**src/rtl/irq_accept_pkg.sv**
```systemverilog
package irq_accept_pkg;
    localparam int unsigned NUM_SRC = 10;
    localparam int unsigned LVL_W   = 2;
    localparam int unsigned NUM_LVL = 1 << LVL_W;
    localparam int unsigned REG_W   = 8;
    localparam int unsigned IDX_W   = $clog2(NUM_SRC);

    typedef enum logic [1:0] {
        ST_RUN   = 2'd0,
        ST_BLOCK = 2'd1,
        ST_CALL  = 2'd2
    } acc_state_t;
endpackage

```
**src/rtl/irq_enable_regs.sv**
```systemverilog
module irq_enable_regs
    import irq_accept_pkg::*;
#(
    parameter int unsigned ADDR_W  = 8,
    parameter logic [7:0]  A_ADDR  = 8'hA8,
    parameter logic [7:0]  B_ADDR  = 8'hB8,
    parameter int unsigned A_CNT   = 5,
    parameter int unsigned A_FIRST = 0,
    parameter int unsigned B_FIRST = 1,
    parameter int unsigned GLB_BIT = 7
) (
    input  logic                clk,
    input  logic                rst_n,
    input  logic                sfr_wr,
    input  logic [ADDR_W-1:0]   sfr_addr,
    input  logic [REG_W-1:0]    sfr_wdata,
    output logic [REG_W-1:0]    sfr_rdata,
    output logic                glb_en,
    output logic [NUM_SRC-1:0]  src_en
);
    localparam int unsigned B_CNT = NUM_SRC - A_CNT;

    logic [REG_W-1:0] reg_a_q;
    logic [REG_W-1:0] reg_b_q;

    // Register storage: every bit is kept, including the ones with no interrupt role.
    always_ff @(posedge clk or negedge rst_n) begin
        if (!rst_n) begin
            reg_a_q <= '0;
            reg_b_q <= '0;
        end else if (sfr_wr) begin
            if (sfr_addr == A_ADDR[ADDR_W-1:0]) reg_a_q <= sfr_wdata;
            if (sfr_addr == B_ADDR[ADDR_W-1:0]) reg_b_q <= sfr_wdata;
        end
    end

    always_comb begin
        if (sfr_addr == A_ADDR[ADDR_W-1:0])      sfr_rdata = reg_a_q;
        else if (sfr_addr == B_ADDR[ADDR_W-1:0]) sfr_rdata = reg_b_q;
        else                                     sfr_rdata = '0;
    end

    assign glb_en = reg_a_q[GLB_BIT];

    // Map register bits onto source enables, gated by the master bit.
    for (genvar i = 0; i < A_CNT; i++) begin : g_a_map
        assign src_en[i] = reg_a_q[A_FIRST + i] & glb_en;
    end
    for (genvar j = 0; j < B_CNT; j++) begin : g_b_map
        assign src_en[A_CNT + j] = reg_b_q[B_FIRST + j] & glb_en;
    end
endmodule

```
**src/rtl/irq_arbiter.sv**
```systemverilog
module irq_arbiter
    import irq_accept_pkg::*;
(
    input  logic [NUM_SRC-1:0]       req,
    input  logic [NUM_SRC-1:0]       en,
    input  logic [NUM_SRC*LVL_W-1:0] lvl_flat,
    output logic                     win_valid,
    output logic [IDX_W-1:0]         win_idx,
    output logic [LVL_W-1:0]         win_lvl
);
    logic [NUM_SRC-1:0] elig;
    logic [LVL_W-1:0]   lvl [NUM_SRC];

    for (genvar i = 0; i < NUM_SRC; i++) begin : g_src
        assign elig[i] = req[i] & en[i];
        assign lvl[i]  = lvl_flat[i*LVL_W +: LVL_W];
    end

    // Scan upward; replace only on a strictly higher level so ties keep the lower index.
    always_comb begin
        win_valid = 1'b0;
        win_idx   = '0;
        win_lvl   = '0;
        for (int i = 0; i < NUM_SRC; i++) begin
            if (elig[i] && (!win_valid || lvl[i] > win_lvl)) begin
                win_valid = 1'b1;
                win_idx   = IDX_W'(i);
                win_lvl   = lvl[i];
            end
        end
    end
endmodule

```
**src/rtl/irq_service_track.sv**
```systemverilog
module irq_service_track
    import irq_accept_pkg::*;
(
    input  logic               clk,
    input  logic               rst_n,
    input  logic               set_en,
    input  logic [LVL_W-1:0]   set_lvl,
    input  logic               clr_top,
    output logic [NUM_LVL-1:0] in_service,
    output logic               act_valid,
    output logic [LVL_W-1:0]   act_lvl
);
    logic [NUM_LVL-1:0] svc_q;

    always_comb begin
        act_valid = 1'b0;
        act_lvl   = '0;
        for (int l = 0; l < NUM_LVL; l++) begin
            if (svc_q[l]) begin
                act_valid = 1'b1;
                act_lvl   = LVL_W'(l);
            end
        end
    end

    always_ff @(posedge clk or negedge rst_n) begin
        if (!rst_n) begin
            svc_q <= '0;
        end else if (set_en) begin
            svc_q <= svc_q | (NUM_LVL'(1) << set_lvl);
        end else if (clr_top && act_valid) begin
            svc_q <= svc_q & ~(NUM_LVL'(1) << act_lvl);
        end
    end

    assign in_service = svc_q;
endmodule

```
**src/rtl/irq_accept_ctrl.sv**
```systemverilog
module irq_accept_ctrl
    import irq_accept_pkg::*;
#(
    parameter int unsigned VEC_W    = 16,
    parameter int unsigned VEC_BASE = 3,
    parameter int unsigned VEC_STEP = 8
) (
    input  logic                     clk,
    input  logic                     rst_n,
    input  logic                     sfr_wr,
    input  logic [7:0]               sfr_addr,
    input  logic [7:0]               sfr_wdata,
    output logic [7:0]               sfr_rdata,
    input  logic [NUM_SRC-1:0]       irq_req,
    input  logic [NUM_SRC*LVL_W-1:0] irq_lvl,
    input  logic                     insn_done,
    input  logic                     insn_is_reti,
    input  logic                     insn_wr_ctl,
    output logic                     call_req,
    output logic [VEC_W-1:0]         call_vec
);
    acc_state_t         state_q, state_d;
    logic               glb_en;
    logic [NUM_SRC-1:0] src_en;
    logic               win_valid;
    logic [IDX_W-1:0]   win_idx;
    logic [LVL_W-1:0]   win_lvl;
    logic [NUM_LVL-1:0] in_service;
    logic               act_valid;
    logic [LVL_W-1:0]   act_lvl;
    logic               boundary, held_off, lvl_ok, accept, reti_bnd;
    logic [VEC_W-1:0]   vec_q;

    irq_enable_regs u_regs (
        .clk       (clk),
        .rst_n     (rst_n),
        .sfr_wr    (sfr_wr),
        .sfr_addr  (sfr_addr),
        .sfr_wdata (sfr_wdata),
        .sfr_rdata (sfr_rdata),
        .glb_en    (glb_en),
        .src_en    (src_en)
    );

    irq_arbiter u_arb (
        .req       (irq_req),
        .en        (src_en),
        .lvl_flat  (irq_lvl),
        .win_valid (win_valid),
        .win_idx   (win_idx),
        .win_lvl   (win_lvl)
    );

    // A boundary counts only outside the call cycle.
    assign boundary = insn_done && (state_q != ST_CALL);
    assign held_off = insn_is_reti || insn_wr_ctl;
    assign lvl_ok   = !act_valid || (win_lvl > act_lvl);
    assign accept   = boundary && !held_off && win_valid && lvl_ok;
    assign reti_bnd = boundary && insn_is_reti;

    irq_service_track u_svc (
        .clk        (clk),
        .rst_n      (rst_n),
        .set_en     (accept),
        .set_lvl    (win_lvl),
        .clr_top    (reti_bnd),
        .in_service (in_service),
        .act_valid  (act_valid),
        .act_lvl    (act_lvl)
    );

    // State register
    always_ff @(posedge clk or negedge rst_n) begin
        if (!rst_n) state_q <= ST_RUN;
        else        state_q <= state_d;
    end

    // Next-state logic: take, hold, resume, done
    always_comb begin
        state_d = state_q;
        unique case (state_q)
            ST_RUN, ST_BLOCK: begin
                if (boundary) begin
                    if (held_off)    state_d = ST_BLOCK;
                    else if (accept) state_d = ST_CALL;
                    else             state_d = ST_RUN;
                end
            end
            ST_CALL: state_d = ST_RUN;
            default: state_d = ST_RUN;
        endcase
    end

    // Vector captured on the accepting edge.
    always_ff @(posedge clk or negedge rst_n) begin
        if (!rst_n)      vec_q <= '0;
        else if (accept) vec_q <= VEC_W'(VEC_BASE) + VEC_W'(win_idx) * VEC_W'(VEC_STEP);
    end

    // Outputs
    always_comb begin
        call_req = (state_q == ST_CALL);
        call_vec = vec_q;
    end
endmodule

```
**config.mk**
```make
export PLATFORM = sky130hd
export DESIGN_NAME = irq_accept_ctrl
export DESIGN_NICKNAME = d
export VERILOG_FILES = /design/src/rtl/irq_accept_pkg.sv /design/src/rtl/irq_enable_regs.sv /design/src/rtl/irq_arbiter.sv /design/src/rtl/irq_service_track.sv /design/src/rtl/irq_accept_ctrl.sv
export SDC_FILE = /design/constraint.sdc
export NUM_CORES = 1
export LEC_CHECK = 0
export BUFFER_PORTS_ARGS = -buffer_cell sky130_fd_sc_hd__buf_2
export CAP_MARGIN = 25
export CORE_ASPECT_RATIO = 1.4
export CORE_MARGIN = 1.5
export CORE_UTILIZATION = 56
export DETAILED_ROUTE_END_ITERATION = 10
export PLACE_DENSITY_LB_ADDON = 0.15
export SYNTH_ARGS = -nofsm -noshare
export SYNTH_HDL_FRONTEND = slang
export SYNTH_SLANG_ARGS = --single-unit
```
**constraint.sdc**
```tcl
create_clock -name clk -period 37.8 [get_ports clk]
set_input_delay 1.89 -clock clk [delete_from_list [all_inputs] [get_ports clk]]
set_output_delay 1.89 -clock clk [all_outputs]
set_load 0.02 [all_outputs]
```
Word-level counts from Yosys, hierarchy flattened --
Index checks and enable logic that the tools add are counted. W data, S select, Z words.
Word-level totals: register bits 38
Cells by class: add/sub/neg operators 1, multiplexer cells 44, magnitude comparators 10, equal/unequal tests 6, bitwise gates (word level) 23, reductions and logical operators 42, shift-type cells 2
Operator list (number):
- $mux W2 | 18
- $and A1 B1 Y1 | 20
- $gt A2 B2 Y1 | 10
- $eq A8 B8 Y1 const B | 2
- $mux W1 | 16
- $mux W4 | 4
- $mux W8 | 2
- $logic_and A1 B1 Y1 | 15
- $mux W3 | 4
- $logic_not A1 Y1 | 11
- $logic_or A1 B1 Y1 | 11
- $add A2 B7 Y8 const A | 1
- $shl A1 B2 Y4 const A | 2
- $and A4 B4 Y4 | 1
- $ne A2 B2 Y1 const B | 2
- $not A4 Y4 | 1
- $or A4 B4 Y4 | 1
- $reduce_and A2 Y1 | 2
- $eq A2 B1 Y1 const B | 1
- $eq A2 B2 Y1 const B | 1
- $logic_not A2 Y1 | 1
- $reduce_bool A2 Y1 | 1
- $reduce_or A2 Y1 | 1

Depth between registers and ports, before layout --
word-level depth 46, gate-level depth with buffers 67, depth with buffers taken out 65

Hierarchy --
Synthesis repeated with hierarchy kept, for this count alone.
Unflattened totals: cell total of the unflattened synthesis 268, area, all modules 2436.1 um2
Modules (own cells, without submodules):
- irq_arbiter | cells each 140, instances 1, area each 938.4 um2, sequential area each 0.0 um2
- irq_enable_regs | cells each 65, instances 1, area each 838.3 um2, sequential area each 400.4 um2
- irq_accept_ctrl | cells each 40, instances 1, area each 455.4 um2, sequential area each 175.2 um2
- irq_service_track | cells each 23, instances 1, area each 203.9 um2, sequential area each 100.1 um2

Least setup slack after synthesis --
OpenSTA, ideal clock, no wires.
path kind input to register, start point input port irq_req[0], end point register u_svc.svc_q[1], in the netlist u_svc.in_service[1], stages 63, path buffers 2, required time 37680 ps, slack 23915 ps, arrival 13766 ps, cell sequence and3_1 > clkbuf_1 > nand2_1 > ha_1 > nor2b_1 > o21ai_0 > a21oi_1 > nor2_1 > ha_1 > nor2b_1 > a2bb2oi_1 > o21a_1 > o31ai_1 > ha_1 > nor2b_1 > a2bb2oi_1 > o2111a_1 > o21ai_0 > [27 not listed] > a21o_1 > buf_2 > nor2_1 > a21o_1 > ha_1 > nor2b_1 > o21ai_0 > a21oi_1 > a311oi_1 > or2_2 > ha_1 > nor2b_1 > o21ai_0 > o41ai_1 > o2111ai_1 > nor3_1 > a32o_1 > a31o_1
On the way: cells in the longest elaborated chain, start to end 42, elaborated cells on any way between the ends 65, those cells by class 10 x order compare; 1 x shift; 21 x mux; 2 x bitwise; 31 x reduce/logical
RTL lines:
- from (decl) | RTL line irq_accept_ctrl.sv:14 | input logic [NUM_SRC-1:0] irq_req,
- $and A1 B1 Y1 * | RTL line irq_arbiter.sv:15 | assign elig[i] = req[i] & en[i];
- $mux W2 or $mux W1 (tied branches) | RTL line irq_arbiter.sv:25 | if (elig[i] && (!win_valid || lvl[i] > win_lvl)) begin
- $gt A2 B2 Y1 or $logic_not A1 Y1 (tied branches) | RTL line irq_arbiter.sv:25
- $logic_or A1 B1 Y1 | RTL line irq_arbiter.sv:25
- $logic_and A1 B1 Y1 | RTL line irq_arbiter.sv:25
- $mux W2 or $mux W1 (tied branches) | RTL line irq_arbiter.sv:25
- $gt A2 B2 Y1 or $logic_not A1 Y1 (tied branches) | RTL line irq_arbiter.sv:25
- $logic_or A1 B1 Y1 | RTL line irq_arbiter.sv:25
- [26 not listed]
- $gt A2 B2 Y1 or $logic_not A1 Y1 (tied branches) | RTL line irq_arbiter.sv:25
- $logic_or A1 B1 Y1 | RTL line irq_arbiter.sv:25
- $logic_and A1 B1 Y1 | RTL line irq_arbiter.sv:25
- $mux W2 | RTL line irq_arbiter.sv:25
- $gt A2 B2 Y1 | RTL line irq_accept_ctrl.sv:57 | assign lvl_ok = !act_valid || (win_lvl > act_lvl);
- $logic_or A1 B1 Y1 | RTL line irq_accept_ctrl.sv:57
- $logic_and A1 B1 Y1 | RTL line irq_accept_ctrl.sv:58 | assign accept = boundary && !held_off && win_valid && lvl_ok;
- $mux W4 or $reduce_bool A2 Y1 (tied branches)
- to (signal assigned) | RTL line irq_service_track.sv:30 | svc_q <= svc_q | (NUM_LVL'(1) << set_lvl);
- to (signal assigned) | RTL line irq_service_track.sv:32 | svc_q <= svc_q & ~(NUM_LVL'(1) << act_lvl);
- to (decl) | RTL line irq_service_track.sv:13 | logic [NUM_LVL-1:0] svc_q;
Mark *: on every way between the ends. The rest lies on a longest branch, timed or not. A chain may end at the register's enable or synchronous reset.

Worst setup path after layout --
start point input port irq_req[0], end point register u_svc.svc_q[2], in the netlist u_svc.in_service[2]
Same word-level chain as after synthesis.

==> summary.txt <==
Worst setup path
  • Crit path max-delay cell type: a21oi_1
  • Crit end category: flop
  • Most used cell along the critical path: ha_1
  • Max incr delay on CP: roughly 0.52 ns
  • Worst path top cell family by delay: compound AO/OA/AOI/OAI gates
  • Startpoint types: input pin
  • Crit Path Class: in2reg
  • Worst Path Buf+Inv: 4
  • CP Data Required Time: ~38 ns
  • Crit path max fanout: 9
  • Setup slack, reg-to-reg: 23.35 ns
  • Worst EP arrival: between 15 and 20 ns

Timing
  • Final setup skew: roughly 0.0063 ns
  • Final hold vios: 0
  • Period Utilization, post-route: between 40% and 50%
  • Min Tclk post-route: 15.46 ns
  • Final Setup Violations: 0
  • Worst setup margin: 22.34 ns
  • Final TNS setup: 0 ns
  • Slew margin rel.: roughly two fifths
  • Max Slew Vio Count: 0
  • Fmax: roughly 65 MHz
  • Tightest Pin Transition: 0.896 ns
  • RSZ-0062 raised after global routing: no

GRT
  • Initial antenna violation count: 0
  • First-pass GRT wire length: ~9200 um
  • GRT Overall Usage: roughly a quarter
  • Congestion Overflow GR: 0
  • Vias in the first global route: about 2.1k
  • Largest net degree at the start of global routing: 28

Placed design
  • Port bufs: between 60 and 70
  • Final RePlAce weighted congestion: ~0.84
  • Post-DP Area: roughly 2700 um^2
  • Hpwl dp: about 4600 um
  • Dpl ws: ~22 ns

Logic synthesis
  • Synth warn: 0
  • Post-Syn Area: between 2000 and 2500 um^2
  • Most used DFF post-synth: dfrtp_1
  • Avg Inst Size Synth: slightly below 9 um^2
  • Post-synth EDFFs: 0
  • Cell type with the largest total area after synthesis: dfrtp_1
  • Synth Area in Adders: 9.32%
  • Main combinational cell family by area after synthesis: compound AO/OA/AOI/OAI gates
  • Asr flop ratio synth: between 90% and 100%
  • Synth top area share: 28.0%
  • XOR/XNOR Fraction of Synth Area: 0%
  • Register bit count reported by yosys: 27
  • Distinct cells, synth: 57
  • Seq/Total Area, Yosys: around 28%
  • Synth Area in Simple Gates: 18.4%
  • Synth Area in Compound Gates: about a quarter
  • Area contributors post-synth: dfrtp_1, ha_1, mux2_2, mux2i_1, buf_4
  • Mux share of post-synthesis cell area: 12.6%
  • Cell count after synthesis: 277

Die
  • Die Span Y: roughly 81 um
  • Cell row count: 28
  • Die extent in x: roughly 59 um
  • Core footprint: 4170 um^2
  • Starting density of the core: approximately 58%
  • Die area: ~4700 um^2
  • IO Count: between 70 and 80

Cells and area
  • Most common cell after layout, fill and taps aside: buf_2
  • # diodes: 0
  • Most frequent cells in the layout: buf_2, dfrtp_1, inv_1, nand2_1, nor2_1
  • Design area: ~2800 um^2
  • NumNets Final: 410
  • Layout cells sized above 1: between 20 and 30%
  • Multi-input gate area: about 1600 um^2
  • Sequential Area: 676 um^2
  • Area growth from synthesis to layout: 15.1%
  • Fill cells: 367

Drt
  • Drc violations: 0
  • Via count: about 2.3k
  • Max Used Layer: met4
  • Post-DR vias/cell: 5.94
  • Met1 Wirelength: 2280 um
  • Detailed route wirelength on metal2: a little over 3000 um
  • Routed wl met3: about 230 um
  • Drt first pass iters: 4
  • Post-route ant nets: 0
  • Routed length per instance: roughly 15 um
  • Initial drt markers: between 100 and 150
  • Total wire length: 5600 um

Clock network
  • Clk sinks: 27
  • H-tree levels: 1
  • Hold buffers post-CTS: 0
  • Clock latency on the worst-skew pair: between 0.2 and 0.3 ns
  • TritonCTS clock tree: built
  • CTS max path bufs: 2
  • Num CTS Buffers: 3
  • Root Buffer: clkbuf_8
  • Clock-pin slew on the worst setup and hold paths: around 0.1 ns
  • Setup bufs post-CTS: 0
  • Post-CTS resize count: 0

Min path
  • HP Class: reg2reg

Power and ir drop
  • Combinational power share: about a fifth
  • Psw: between 0.015 and 0.02 mW
  • Leak: around 1.5 nW
  • Clock power share: about 29%
  • Pwr/cell area: about 21 nW/um^2
  • Reg power frac: between 50% and 60%
  • Maximum vdd drop: 0.0000242 V
  • Sw Share: ~29%
  • Total Power: about 0.06 mW
  • Int Power: between 0.04 and 0.05 mW

Run status
  • Status: completed

Flow run
  • Max cap viols: 0
metal layers:
| layer | vias to the layer above | global-route usage (%) |
|---|---|---|
| li1 | 1129 | - |
| met1 | 1079 | 29.1 |
| met2 | 67 | 46.5 |
| met3 | 7 | 2.74 |
| met4 | 0 | 5.35 |
| met5 | - | 0 |
kinds of logic after synthesis:
family	after synthesis
flip-flops	27
AND/OR/NAND/NOR	89
other	1
buffers and inverters	38
multiplexers	28
adder cells (fa/ha/maj)	18
AO/OA/AOI/OAI	76
sequential cells by signal, summed over array words and instances (netlist names):
signal            cells
u_regs.reg_a_q        8
u_regs.reg_b_q        8
call_vec              5
u_svc.in_service      4
state_q               2
Yosys cell counts, types with 5 or more instances:
cell type and instances:
a21o_1 5, a21oi_1 11, buf_4 11, dfrtp_1 27, ha_1 18, inv_1 21, mux2_2 17, mux2i_1 10
nand2_1 21, nand2b_1 5, nand3_1 10, nor2_1 19, nor2b_1 8, nor3_1 8, o21a_1 7, o21ai_0 11
final timing paths:
kind	from	to	cells past startpoint
max	irq_req[0]	u_svc.in_service[2]	63
min	state_q[1]	state_q[1]	1
max reg2reg	u_regs.reg_a_q[7]	u_svc.in_service[2]	62
max in group asynchronous	rst_n	u_regs.reg_a_q[3]	1
min reg2reg	state_q[1]	state_q[1]	1
min in group asynchronous	rst_n	call_vec[1]	1
layout make-up:
type / count / share of cell area (%)
clock inverter: 1 / 0.315
inverter: 21 / 2.84
timing repair buffer: 66 / 11.9
clock buffer: 3 / 1.49
multi-input combinational: 221 / 57.2
sequential: 27 / 24.3
tap: 45 / 2.03
power groups by stage:
stage	combinational, mW	sequential (mW)	clock, mW
4_1_cts	0.0113	0.0309	0.0174
3_3_place_gp	0.0110	0.0314	0
5_1_grt	0.0127	0.0311	0.0190
3_5_place_dp	0.0113	0.0315	0
2_1_floorplan	0.00691	0.0313	0
6_report	0.0113	0.0309	0.0172
stage by stage:
stage / hold WS (ns) / std cells / utilization, %
after CTS: 0.477 / 384 / 66.7
final: 0.472 / 384 / 66.7
after detailed placement: 0.467 / 380 / 65.5
after global placement: 0.456 / 380 / 65.5
after floorplan: 0.432 / 286 / -
after global routing: 0.505 / 384 / 66.7
Note: power is estimated with default switching activity, not from simulation.
